`src/rtl/chain_mul8_pkg.sv`:
```
package chain_mul8_pkg;
  typedef enum logic {
    OP_MUL = 1'b0,
    OP_MAD = 1'b1
  } mul_op_e;
endpackage

```
`src/rtl/cm8_seq.sv`:
```
// Step sequencer: accepts a start when idle, counts datapath steps,
// flags the final step and pulses done afterwards.
module cm8_seq #(
  parameter int STEPS = 4
) (
  input  logic clk,
  input  logic rst_n,
  input  logic start,
  output logic accept,
  output logic step_en,
  output logic finish,
  output logic busy,
  output logic done
);
  localparam int CW = (STEPS > 1) ? $clog2(STEPS) : 1;
  localparam logic [CW-1:0] LAST = CW'(STEPS - 1);

  logic [CW-1:0] cnt_q;
  logic          busy_q;
  logic          done_q;

  assign accept  = start && !busy_q;
  assign step_en = busy_q;
  assign finish  = busy_q && (cnt_q == LAST);
  assign busy    = busy_q;
  assign done    = done_q;

  always_ff @(posedge clk) begin
    if (!rst_n) begin
      cnt_q  <= '0;
      busy_q <= 1'b0;
      done_q <= 1'b0;
    end else begin
      done_q <= finish;
      if (accept) begin
        busy_q <= 1'b1;
        cnt_q  <= '0;
      end else if (busy_q) begin
        if (cnt_q == LAST) busy_q <= 1'b0;
        else               cnt_q  <= cnt_q + 1'b1;
      end
    end
  end
endmodule

```
`src/rtl/cm8_step.sv`:
```
// One radix-2^BPS shift-add step: adds the multiplicand, shifted by each
// multiplier bit position of this step, to the running sum.
module cm8_step #(
  parameter int DW  = 8,
  parameter int BPS = 2
) (
  input  logic [2*DW-1:0] acc,
  input  logic [2*DW-1:0] mcand_sh,
  input  logic [BPS-1:0]  bits,
  output logic [2*DW-1:0] sum
);
  localparam int PW = 2 * DW;

  logic [PW-1:0] term [BPS];

  for (genvar g = 0; g < BPS; g++) begin : g_term
    assign term[g] = bits[g] ? (mcand_sh << g) : '0;
  end

  always_comb begin
    sum = acc;
    for (int i = 0; i < BPS; i++) sum = sum + term[i];
  end
endmodule

```
`src/rtl/cm8_arch.sv`:
```
// Architectural registers: working byte, product-high byte, multiplier.
module cm8_arch #(
  parameter int DW = 8
) (
  input  logic            clk,
  input  logic            rst_n,
  input  logic            copy_mul,
  input  logic [DW-1:0]   w_in,
  input  logic            ext_load,
  input  logic [DW-1:0]   ext_din,
  input  logic            finish,
  input  logic [2*DW-1:0] result,
  output logic [DW-1:0]   w_q,
  output logic [DW-1:0]   ph_q,
  output logic [DW-1:0]   mr_q
);
  always_ff @(posedge clk) begin
    if (!rst_n) begin
      w_q  <= '0;
      ph_q <= '0;
      mr_q <= '0;
    end else begin
      if (copy_mul)      mr_q <= w_in;
      else if (ext_load) mr_q <= ext_din;
      if (finish) begin
        ph_q <= result[2*DW-1:DW];
        w_q  <= result[DW-1:0];
      end
    end
  end
endmodule

```
`src/rtl/chain_mul8.sv`:
```
module chain_mul8 #(
  parameter int DW  = 8,
  parameter int BPS = 2
) (
  input  logic          clk,
  input  logic          rst_n,
  input  logic          start,
  input  logic          op_sel,
  input  logic [DW-1:0] operand,
  input  logic [DW-1:0] w_in,
  input  logic          mr_load,
  input  logic [DW-1:0] mr_din,
  output logic [DW-1:0] w_out,
  output logic [DW-1:0] ph_out,
  output logic [DW-1:0] mr_out,
  output logic          busy,
  output logic          done
);
  import chain_mul8_pkg::*;

  localparam int NSTEP = DW / BPS;
  localparam int PW    = 2 * DW;

  mul_op_e op;
  assign op = mul_op_e'(op_sel);

  logic accept, step_en, finish;
  logic [PW-1:0] acc_q, mcand_q, sum;
  logic [DW-1:0] mplier_q;

  cm8_seq #(.STEPS(NSTEP)) u_seq (
    .clk     (clk),
    .rst_n   (rst_n),
    .start   (start),
    .accept  (accept),
    .step_en (step_en),
    .finish  (finish),
    .busy    (busy),
    .done    (done)
  );

  cm8_step #(.DW(DW), .BPS(BPS)) u_step (
    .acc      (acc_q),
    .mcand_sh (mcand_q),
    .bits     (mplier_q[BPS-1:0]),
    .sum      (sum)
  );

  cm8_arch #(.DW(DW)) u_arch (
    .clk      (clk),
    .rst_n    (rst_n),
    .copy_mul (accept && (op == OP_MUL)),
    .w_in     (w_in),
    .ext_load (mr_load),
    .ext_din  (mr_din),
    .finish   (finish),
    .result   (sum),
    .w_q      (w_out),
    .ph_q     (ph_out),
    .mr_q     (mr_out)
  );

  // Datapath: the multiply-add seeds its sum with product-high, so the
  // addition comes free with the shift-add steps.
  always_ff @(posedge clk) begin
    if (!rst_n) begin
      acc_q    <= '0;
      mcand_q  <= '0;
      mplier_q <= '0;
    end else if (accept) begin
      acc_q    <= (op == OP_MAD) ? {{DW{1'b0}}, ph_out} : '0;
      mcand_q  <= {{DW{1'b0}}, operand};
      mplier_q <= (op == OP_MAD) ? mr_out : w_in;
    end else if (step_en) begin
      acc_q    <= sum;
      mcand_q  <= mcand_q << BPS;
      mplier_q <= mplier_q >> BPS;
    end
  end
endmodule

```
`config.mk`:
```
export PLATFORM = sky130hd
export DESIGN_NAME = chain_mul8
export DESIGN_NICKNAME = d
export VERILOG_FILES = /design/src/rtl/chain_mul8_pkg.sv /design/src/rtl/cm8_seq.sv /design/src/rtl/cm8_step.sv /design/src/rtl/cm8_arch.sv /design/src/rtl/chain_mul8.sv
export SDC_FILE = /design/constraint.sdc
export NUM_CORES = 1
export LEC_CHECK = 0
export BUFFER_PORTS_ARGS = -buffer_cell sky130_fd_sc_hd__buf_2
export CAP_MARGIN = 20
export CORE_ASPECT_RATIO = 0.75
export CORE_MARGIN = 2
export CORE_UTILIZATION = 55
export DETAILED_ROUTE_END_ITERATION = 10
export GPL_TIMING_DRIVEN = 0
export PLACE_DENSITY = 0.76
export SYNTH_ARGS = -nofsm -noshare
export SYNTH_HDL_FRONTEND = slang
export SYNTH_SLANG_ARGS = --single-unit
export TNS_END_PERCENT = 50
```
`constraint.sdc`:
```
create_clock -name clk -period 8.6 [get_ports clk]
set_clock_uncertainty 0.2 [all_clocks]
set_input_delay 0.43 -clock clk [delete_from_list [all_inputs] [get_ports clk]]
set_output_delay 0.43 -clock clk [all_outputs]
set_load 0.01 [all_outputs]
```
# --- Word level (Yosys, flattened, before mapping) ---
# Index checks and enable logic that the tools add are counted.
totals:
  ff_bits: 68
  in_bits: 29
  output_inout_bits: 26
  word_cells: 40
op_classes:
  add_sub_neg: 3
  n_eq_ne: 1
  mux: 15
  n_bitwise: 3
  reduce_logical: 8
op_table:
  columns: ["operator", "n"]
  rows:
  - ["16-bit 2-to-1 mux", 4]
  - ["8-bit 2-to-1 mux", 8]
  - ["16-bit adder", 2]
  - ["2-bit nonzero test", 2]
  - ["1-bit logical AND", 3]
  - ["1-bit 2-to-1 mux", 3]
  - ["1-bit NOT", 3]
  - ["2-bit by 1-bit adder with 2-bit output (second input constant)", 1]
  - ["2-bit equality test (second input constant)", 1]
  - ["2-bit AND reduction", 1]
  - ["2-bit OR reduction", 1]
  - ["1-bit logical NOT", 1]

# --- Longest topological paths before layout ---
depth:
  ltp_word: 5
  ltp_mapped: 12
  depth_no_buf: 11

# --- Cells and area by module ---
# Synthesis repeated with hierarchy kept, for this count alone.
hier_totals:
  hier_cells: 412
  area_unflattened_um2: 4147.7
modules_own_cells:
  columns: ["mod", "instances", "cells_per_inst", "area_each_um2", "seq_area_each_um2"]
  rows:
  - ["chain_mul8", 1, 173, 1762.9, 800.8]
  - ["cm8_step", 1, 136, 1166.1, 0.0]
  - ["cm8_arch", 1, 86, 1043.5, 480.5]
  - ["cm8_seq", 1, 17, 175.2, 80.1]

# --- Worst setup path after synthesis ---
# No wires, ideal clock.
synth_timing:
  kind: "flip-flop to flip-flop"
  start: "register mplier_q[1]"
  end: "register acc_q[11]"
  setup_time_ns: 0.117
  arrival_ns: 2.903
  required_time_ns: 8.283
  slack_ns: 5.381
  stages_incl_launch_ff: 13
  n_path_buf: 1
  synth_period_minus_slack_ns: 3.219
  cell_sequence: "dfxtp_1 > clkbuf_1 > nand2_1 > fa_1 > inv_1 > ha_1 > fa_1 > a21o_2 > a221oi_2 > nor2_2 > a21boi_2 > xnor2_1 > a22o_1"
synth_between:
  elab_chain_cells: 4
synth_rtl:
  columns: ["item", "line_no", "rtl"]
  rows:
  - ["from (decl)", "chain_mul8.sv:29", "logic [DW-1:0] mplier_q;"]
  - ["from (signal assigned)", "chain_mul8.sv:73", "mplier_q <= (op == OP_MAD) ? mr_out : w_in;"]
  - ["from (signal assigned)", "chain_mul8.sv:77", "mplier_q <= mplier_q >> BPS;"]
  - ["16-bit 2-to-1 mux", "cm8_step.sv:17", "assign term[g] = bits[g] ? (mcand_sh << g) : '0;"]
  - ["16-bit adder", "cm8_step.sv:22", "for (int i = 0; i < BPS; i++) sum = sum + term[i];"]
  - ["16-bit 2-to-1 mux", "chain_mul8.sv:74", "end else if (step_en) begin"]
  - ["16-bit 2-to-1 mux", "chain_mul8.sv:70", "end else if (accept) begin"]
  - ["to (signal assigned)", "chain_mul8.sv:71", "acc_q <= (op == OP_MAD) ? {{DW{1'b0}}, ph_out} : '0;"]
  - ["to (signal assigned)", "chain_mul8.sv:75", "acc_q <= sum;"]
  - ["to (decl)", "chain_mul8.sv:28", "logic [PW-1:0] acc_q, mcand_q, sum;"]
# Every way passes these cells. The select of a mux whose other input is x is not followed.
# A chain may end at the register's enable or synchronous reset.

# --- Final worst setup path ---
layout_timing:
  start: "register mplier_q[1]"
  end: "register acc_q[15]"
# The elaborated chain is that of the path after synthesis.

==> flow_summary.ini <==
[timing]
finalCritPeriodShare = 0.449
finalSetupViolations = 0
period_minus_slack_ns = 3.86
relSlewSlack = 0.414
holdWs_ns = 0.108
worstMarginPinSlew_ns = 0.879
final_max_slew_viol_count = 0
setup_ws_ns = 4.74
final_hold_viol_count = 0
setup_tns_ns = 0
max_clock_freq_mhz = 259
rsz0062_at_grt = false

[die]
dieWidth_um = 99.8
initial_utilization = 0.562
dieArea_um2 = 7560
row_count = 26
die_h_um = 75.8
core_area_um2 = 6730
io_pins = 55

[worst_setup_path]
worstPathRequired_ns = 8.63
slowest_stage = fa_1
worstPathCellList = clkbuf_1 -> nand2_1 -> fa_1 -> inv_1 -> ha_1 -> fa_1 -> a21o_2 -> a221oi_2 -> nor2_2 -> a21oi_1 -> xnor2_1 -> o21ai_0
worstSetupPathType = reg -> reg
cpMostUsedCell = fa_1
r2r_slack_ns = 4.74
critPathLaunchType = flip-flop
r2r_end = acc_q[15]
worstPathMaxFanout = 10
max_stage_delay_ns = 0.53
crit_arrival_ns = 3.89
end_kind = flip-flop
r2r_cells = 12
r2r_start = mplier_q[1]

[global_routing]
gr-total-overflow = 0
grt_pass1_vias = 2962
grt_pass1_wl_mm = 15.5
antenna_found_initial = 0
grt_use_total = 0.275
grt_max_degree = 13

[placed_design]
place_ws_ns = 4.83
place.gp.congestion = 0.918
place_hpwl_mm = 7.57
port_buffers = 51

[clock_network]
clockBufferDepth = 2
cts_tree = yes
cts_resized = 0
hold_buffers = 0
clk_pin_slew_ns = 0.08
root_buffer = clkbuf_8
htreeDepth = 3
cts_setup_buffers = 0
cts_sinks = 68
clock_latency_ns = 0.35
cts_made_buffers = 9

[power]
peakVddDrop_uv = 116
leakagePower_nw = 2.07
power_density_nw_per_um2 = 171

[min_path]
hold_path_class = in -> reg
min_path_cells = 3
min_to = mcand_q[1]
worstHoldStart = operand[1]

[synthesis]
netlist_instances = 407
synth-async-reset-ratio = 0
synth_cell_types = 47
avgSynthCellArea_um2 = 9.29
syn_nets = 467
ys_seq_elements = 68
yosysSeqAreaShare = 0.360
synth_flop_cell = dfxtp_1
synth-edff-count = 0
synth_warnings = 0
syn_area_um2 = 3780

[cells_and_area]
area.growth.synth_to_final_pct = 16.3
fin_nets = 529
diodes = 0
drive_above_1_share = 0.177
layout_common_cells = dfxtp_1, buf_2, nor2_1, mux2i_1, a21oi_1
final_util = 0.653
layout_commonest_cell = dfxtp_1

[detailed_routing]
avgViaCountPerCell = 5.85
first_pass_iters = 4
ant_nets = 0
drtIter0Drc = 278
drc = 0
wl_per_cell_um = 17.8
finalWirelength_mm = 9.91
vias = 3266

[run]
cap_viol_max_count = 0

[status]
outcome = complete, no violations
-- metrics by stage --
stage / instances / area (um2) / power (W)
2_1_floorplan: 407 / 3780 / 0.000394
3_3_place_gp: 542 / 4140 / 0.000420
5_1_grt: 558 / 4400 / 0.000780
6_report: 558 / 4400 / 0.000754
4_1_cts: 558 / 4400 / 0.000757
3_5_place_dp: 542 / 4140 / 0.000422
-- registers in the layout, indices dropped and copies added, names as in the netlist --
register / count
u_seq.done: 1
u_seq.busy: 1
u_seq.cnt_q: 2
mcand_q: 16
u_arch.w_q: 8
acc_q: 16
u_arch.ph_q: 8
u_arch.mr_q: 8
mplier_q: 8
-- critical path: cells and delay by family (launching register included) --
kind / cells / cell delay (ns)
AO/OA/AOI/OAI: 4 / 1.02
buffers and inverters: 2 / 0.41
AND/OR/NAND/NOR: 2 / 0.25
flip-flops: 1 / 0.51
XOR/XNOR: 1 / 0.18
adder cells (fa/ha/maj): 3 / 1.16
-- layer usage --
| layer | vias up | global-route usage | share of wire |
|---|---|---|---|
| met4 | 0 | 0.0685 | 0.0072 |
| met5 | - | 0 | 0 |
| li1 | 1554 | - | - |
| met3 | 8 | 0.0743 | 0.075 |
| met1 | 1568 | 0.409 | 0.49 |
| met2 | 136 | 0.397 | 0.42 |
-- where the power goes --
| group | total, W | switching, W | leakage, nW | internal (W) |
|---|---|---|---|---|
| Combinational | 0.0000816 | 0.0000492 | 1.39 | 0.0000324 |
| Clock | 0.000337 | 0.000127 | 0.126 | 0.000209 |
| Sequential | 0.000336 | 0.0000105 | 0.554 | 0.000326 |
| Total | 0.000754 | 0.000187 | 2.07 | 0.000567 |
-- cell usage after synthesis, drive strengths merged (2+ instances only) --
cell	number	area share
nor2	53	0.053
a21o	8	0.016
mux2i	34	0.090
dfxtp	68	0.36
clkbuf	14	0.017
and2	29	0.048
a22o	11	0.026
inv	8	0.0079
a211oi	26	0.052
xor2	6	0.014
nand2	23	0.023
nand3	2	0.0026
nand4	2	0.0033
xnor2	11	0.025
a41oi	2	0.0066
o21a	3	0.0060
and3	10	0.018
a21oi	30	0.041
buf	7	0.0099
ha	16	0.053
fa	15	0.079
o21ai	16	0.021
nor2b	2	0.0033
-- cell families after synthesis --
kind of cell	synth area share
xor+xnor	0.0394
flops	0.360
compound gates	0.186
mux	0.0900
buf+inv	0.0354
simple gates	0.157
fa+ha+maj	0.132
-- cell type report --
type                            instances  area, um2
Multi-Input combinational cell        309       2290
Inverter                                9       33.8
Buffer                                 21        100
Fill cell                             563       2330
Clock inverter                          5        106
Timing Repair Buffer                   51        255
Tap cell                               84        105
Sequential cell                        68       1360
Clock buffer                           11        151
-- how the worst max path moves through the flow --
| stage | from | to | slack [ns] | cells after the start |
|---|---|---|---|---|
| after CTS | mplier_q[1] | acc_q[15] | 4.79 | 12 |
| after global routing | mplier_q[1] | acc_q[15] | 4.55 | 12 |
| after global placement | mplier_q[1] | u_arch.ph_q[7] | 4.88 | 12 |
| after detailed placement | mplier_q[1] | acc_q[15] | 4.83 | 12 |
| final | mplier_q[1] | acc_q[15] | 4.74 | 12 |
| after floorplan | mplier_q[1] | acc_q[11] | 5.38 | 12 |
(Power assumes the default switching activity.)
